$ cat config.mk
export PLATFORM = sky130hd
export DESIGN_NAME = abc_limits
export DESIGN_NICKNAME = d
export VERILOG_FILES = /design/src/rtl/abc_limits.sv
export SDC_FILE = /design/constraint.sdc
export NUM_CORES = 1
export LEC_CHECK = 0
export BUFFER_PORTS_ARGS = -buffer_cell sky130_fd_sc_hd__buf_4
export CELL_PAD_IN_SITES_DETAIL_PLACEMENT = 2
export CELL_PAD_IN_SITES_GLOBAL_PLACEMENT = 2
export CORE_MARGIN = 8
export CORE_UTILIZATION = 25
export CTS_BUF_LIST = sky130_fd_sc_hd__clkbuf_8
export DETAILED_ROUTE_END_ITERATION = 10
export GPL_ROUTABILITY_DRIVEN = 1
export PLACE_DENSITY = 0.76
export SYNTH_ARGS = -nofsm -noshare
export SYNTH_HDL_FRONTEND = slang
export SYNTH_SLANG_ARGS = --single-unit
$ cat constraint.sdc
create_clock -name clk -period 2.6 [get_ports clk]
set_input_delay 0.26 -clock clk [delete_from_list [all_inputs] [get_ports clk]]
set_output_delay 0.26 -clock clk [all_outputs]
set_load 0.01 [all_outputs]
$ cat src/rtl/abc_limits.sv
module abc_limits #(
  parameter int unsigned ADDR_W  = 64,
  parameter int unsigned NUM_RGN = 3,
  parameter int unsigned SEL_W   = 3
) (
  input  logic                             clk,
  input  logic                             rst_n,
  input  logic                             cfg_wr,
  input  logic [SEL_W-1:0]                 cfg_sel,
  input  logic [ADDR_W-1:0]                cfg_data,
  output logic [NUM_RGN-1:0][ADDR_W-1:0]   lo_q,
  output logic [NUM_RGN-1:0][ADDR_W-1:0]   hi_q,
  output logic                             en_q
);
  localparam int unsigned CTRL_CODE = 2 * NUM_RGN;

  for (genvar r = 0; r < NUM_RGN; r++) begin : g_rgn
    localparam int unsigned LO_CODE = 2 * r;
    localparam int unsigned HI_CODE = 2 * r + 1;

    always_ff @(posedge clk) begin
      if (!rst_n) begin
        lo_q[r] <= '0;
        hi_q[r] <= '0;
      end else if (cfg_wr) begin
        if (cfg_sel == SEL_W'(LO_CODE)) lo_q[r] <= cfg_data;
        if (cfg_sel == SEL_W'(HI_CODE)) hi_q[r] <= cfg_data;
      end
    end
  end

  always_ff @(posedge clk) begin
    if (!rst_n)                                       en_q <= 1'b0;
    else if (cfg_wr && cfg_sel == SEL_W'(CTRL_CODE))  en_q <= cfg_data[0];
  end
endmodule

==> results.md <==
- The total length of routed met2 wires is 27900 µm.
- In the final layout, the share of cells above drive strength 1 is 32.3%.
- The overall routed net length is 55200 µm.
- Summed over all cells, the static leakage comes to 10.3 nW.
- The total global routing track utilization is 16.6%.
- In this run, CTS created clock tree buffers numbering 73.
- From left edge to right edge, the die measures 253 µm.
- The final estimated routing congestion in global placement is 0.762.
- The detailed router used layers up to and including met4.
- The worst setup path is launched from an input pin.
- STA classifies the critical path endpoint as a flip-flop.
- The total iterations of the first detailed-routing run is 4.
- The clock tree from TritonCTS is built.
- The sum of overflow across all layers after global routing is 0.
- The H-tree was split into 3 levels.
- The number of nets in the synthesized netlist is 1388.
- In this run the count of I/O pins placed on the die edge is 455.
- Synthesis handed over a netlist of 1318 instances.
- The register bit count reported by yosys is 385.
- The critical path is of the in2reg type.
- The number of antenna violations at the first check in global routing is 1.
- The run finished with clean final reports.
- The first routing iteration left 344 violations.
- The commonest non-fill, non-tap cell in the layout is sky130_fd_sc_hd__buf_4.
- Clock skew on the completed layout was measured at 0 ns.
- Power spread over the standard cell area amounts to 659 nW/µm².
- The worst path needs 1.94 ns of the cycle, external delays included.
- The final critical path takes up 74.8% of the cycle.
- The measured slew at the worst slew-check pin is 0.753 ns.
- In this run, distinct cell masters in the synthesized netlist total 12.
- In the routed layout, each cell is associated on average with a via count of 4.33.
- The required time reported for the critical path endpoint is 3.14 ns.
- The site row count is 87.
- In this run the remaining antenna-violating nets after routing total 0.
- The final count of pins violating max slew came to 0.
- In the final timing run, aggregate negative setup slack is 0 ns.
- The count of unresolved DRC violations after routing is 0.
- Setup repair after global routing left no endpoint under its margin.
- The first global-routing pass estimated 81900 µm of wire.
- The hold violation total from the final report was 0.
- The estimated wirelength of the detail-placed design is 39300 µm.
- The routed length on met3 is 3980 µm.
- The tool flagged a number of max-cap violations equal to 0.
- The initial core utilization is 25.1%.
- The number of buffers on the longest clock path is 3.
- The floorplan step defined a die boundary enclosing 64100 µm².
- Along the worst path, the maximum fanout reaches 7.
- After clock tree synthesis, the clock-pin slew on the worst setup and hold paths is 0.06 ns.
- The classification of the worst-slack hold path is in2reg.
- The number of hold buffers added after CTS is 25.
- The number of port buffers is 454.
- The relative slew slack is 49.8%.
- The number of vias in the routed layout is 11.3k.
- The sequential-to-total area share from yosys stat is 54.8%.
- The count of warnings emitted by yosys is 0.
- The area of the mapped netlist is 14100 µm².
- The number of sinks driven by the clock tree is 385.
- In the layout the commonest cells are 479 x sky130_fd_sc_hd__buf_4, 449 x sky130_fd_sc_hd__nand2_1, 385 x sky130_fd_sc_hd__mux2i_1, 385 x sky130_fd_sc_hd__dfxtp_1, 91 x sky130_fd_sc_hd__clkbuf_8.
- Entering global routing, the biggest net connects 65 pins.
- In the final routed layout, each cell accounts on average for 21.1 µm.
- The height of the die is 253 µm.
- The maximum clock frequency is 514 MHz.
- Across all hold checks on the routed design, the worst slack comes to 0.0773 ns.
- In this run the standard cell core region covers 56000 µm².
- The arrival time at the worst endpoint is 2.48 ns.
- Setup violations remaining at the end of the flow were counted as 0.
- The post-cts resize count is 0.
- The worst-case IR drop observed on VDD is 267 µV.
- After the last flow step, the layout net total stands at 1884.
- The cell chosen for the clock root is sky130_fd_sc_hd__clkbuf_8.
- Dividing the synthesized area by the synthesized cell count gives 10.7 µm².
- In the final routing, the length of wire on met1 measures 21900 µm.
- In this run the post-CTS setup repair buffer count came out at 0.
- The number of global-route vias before repair is 12.9k.
- The area growth from synthesis to final layout is 40.9%.
- The clock insertion delay at the later pin of the skew report is 0.62 ns.
-- cell usage after synthesis --
| cell type | count | area, µm² |
|---|---|---|
| sky130_fd_sc_hd__nor4b_4 | 1 | 23.8 |
| sky130_fd_sc_hd__buf_1 | 3 | 11.3 |
| sky130_fd_sc_hd__clkbuf_1 | 29 | 109 |
| sky130_fd_sc_hd__nand4b_1 | 3 | 26.3 |
| sky130_fd_sc_hd__buf_2 | 17 | 85.1 |
| sky130_fd_sc_hd__buf_12 | 7 | 140 |
| sky130_fd_sc_hd__buf_4 | 6 | 45.0 |
| sky130_fd_sc_hd__buf_6 | 30 | 338 |
| sky130_fd_sc_hd__dfxtp_1 | 385 | 7710 |
| sky130_fd_sc_hd__nand2_1 | 449 | 1690 |
| sky130_fd_sc_hd__nand4bb_1 | 3 | 33.8 |
| sky130_fd_sc_hd__mux2i_1 | 385 | 3850 |
-- critical path, cell delays in order --
cell	delay, ns
sky130_fd_sc_hd__dlygate4sd3_1	0.53
sky130_fd_sc_hd__buf_4	0.17
sky130_fd_sc_hd__nor4b_4	0.56
sky130_fd_sc_hd__dlygate4sd3_1	0.74
sky130_fd_sc_hd__mux2i_1	0.22
-- power breakdown --
part | switching, mW | internal [mW]
combinational | 0.558 | 0.422
clock | 2.60 | 3.34
sequential | 0.0846 | 6.03
-- through the flow --
step	setup WS [ns]	total power, mW	instance area (µm²)	std cells	util [%]
2_1_floorplan	1.48	6.70	14100	1318	-
3_3_place_gp	0.875	7.18	18100	2470	32.3
3_5_place_dp	0.793	7.21	18100	2470	32.3
4_1_cts	0.720	13.3	19800	2618	35.4
5_1_grt	0.665	13.7	19800	2619	35.4
6_report	0.656	13.0	19800	2619	35.4
-- cells by family after synthesis --
| logic type | share of synthesized area [%] |
|---|---|
| flops | 54.8 |
| simple gates | 12.6 |
| mux | 27.4 |
| buf+inv | 5.18 |
-- worst paths after layout --
| check | to | from | slack (ns) | cells past startpoint |
|---|---|---|---|---|
| setup / recovery | lo_q[62] | cfg_sel[1] | 0.66 | 5 |
| hold / removal | hi_q[6] | cfg_data[6] | 0.08 | 3 |
| setup reg to reg | lo_q[129] | lo_q[129] | 1.84 | 2 |
| hold reg to reg | lo_q[42] | lo_q[42] | 0.46 | 2 |
-- flip-flops by register name, indices dropped and copies added (netlist names) --
register  cells
lo_q        192
hi_q        192
en_q          1
-- per-layer routing --
layer,GRT usage [%],vias up
met1,18.0,5616
met3,5.73,62
met5,0,-
met4,6.36,0
li1,-,5338
met2,29.6,333
-- cell type report --
| cell class | count | area, µm² |
|---|---|---|
| Antenna cell | 1 | 2.50 |
| Timing Repair Buffer | 513 | 4020 |
| Multi-Input combinational cell | 841 | 5670 |
| Tap cell | 756 | 946 |
| Fill cell | 6141 | 36100 |
| Sequential cell | 385 | 7710 |
| Clock buffer | 91 | 1250 |
| Clock inverter | 32 | 201 |
Power figures use the tool's default switching activity.
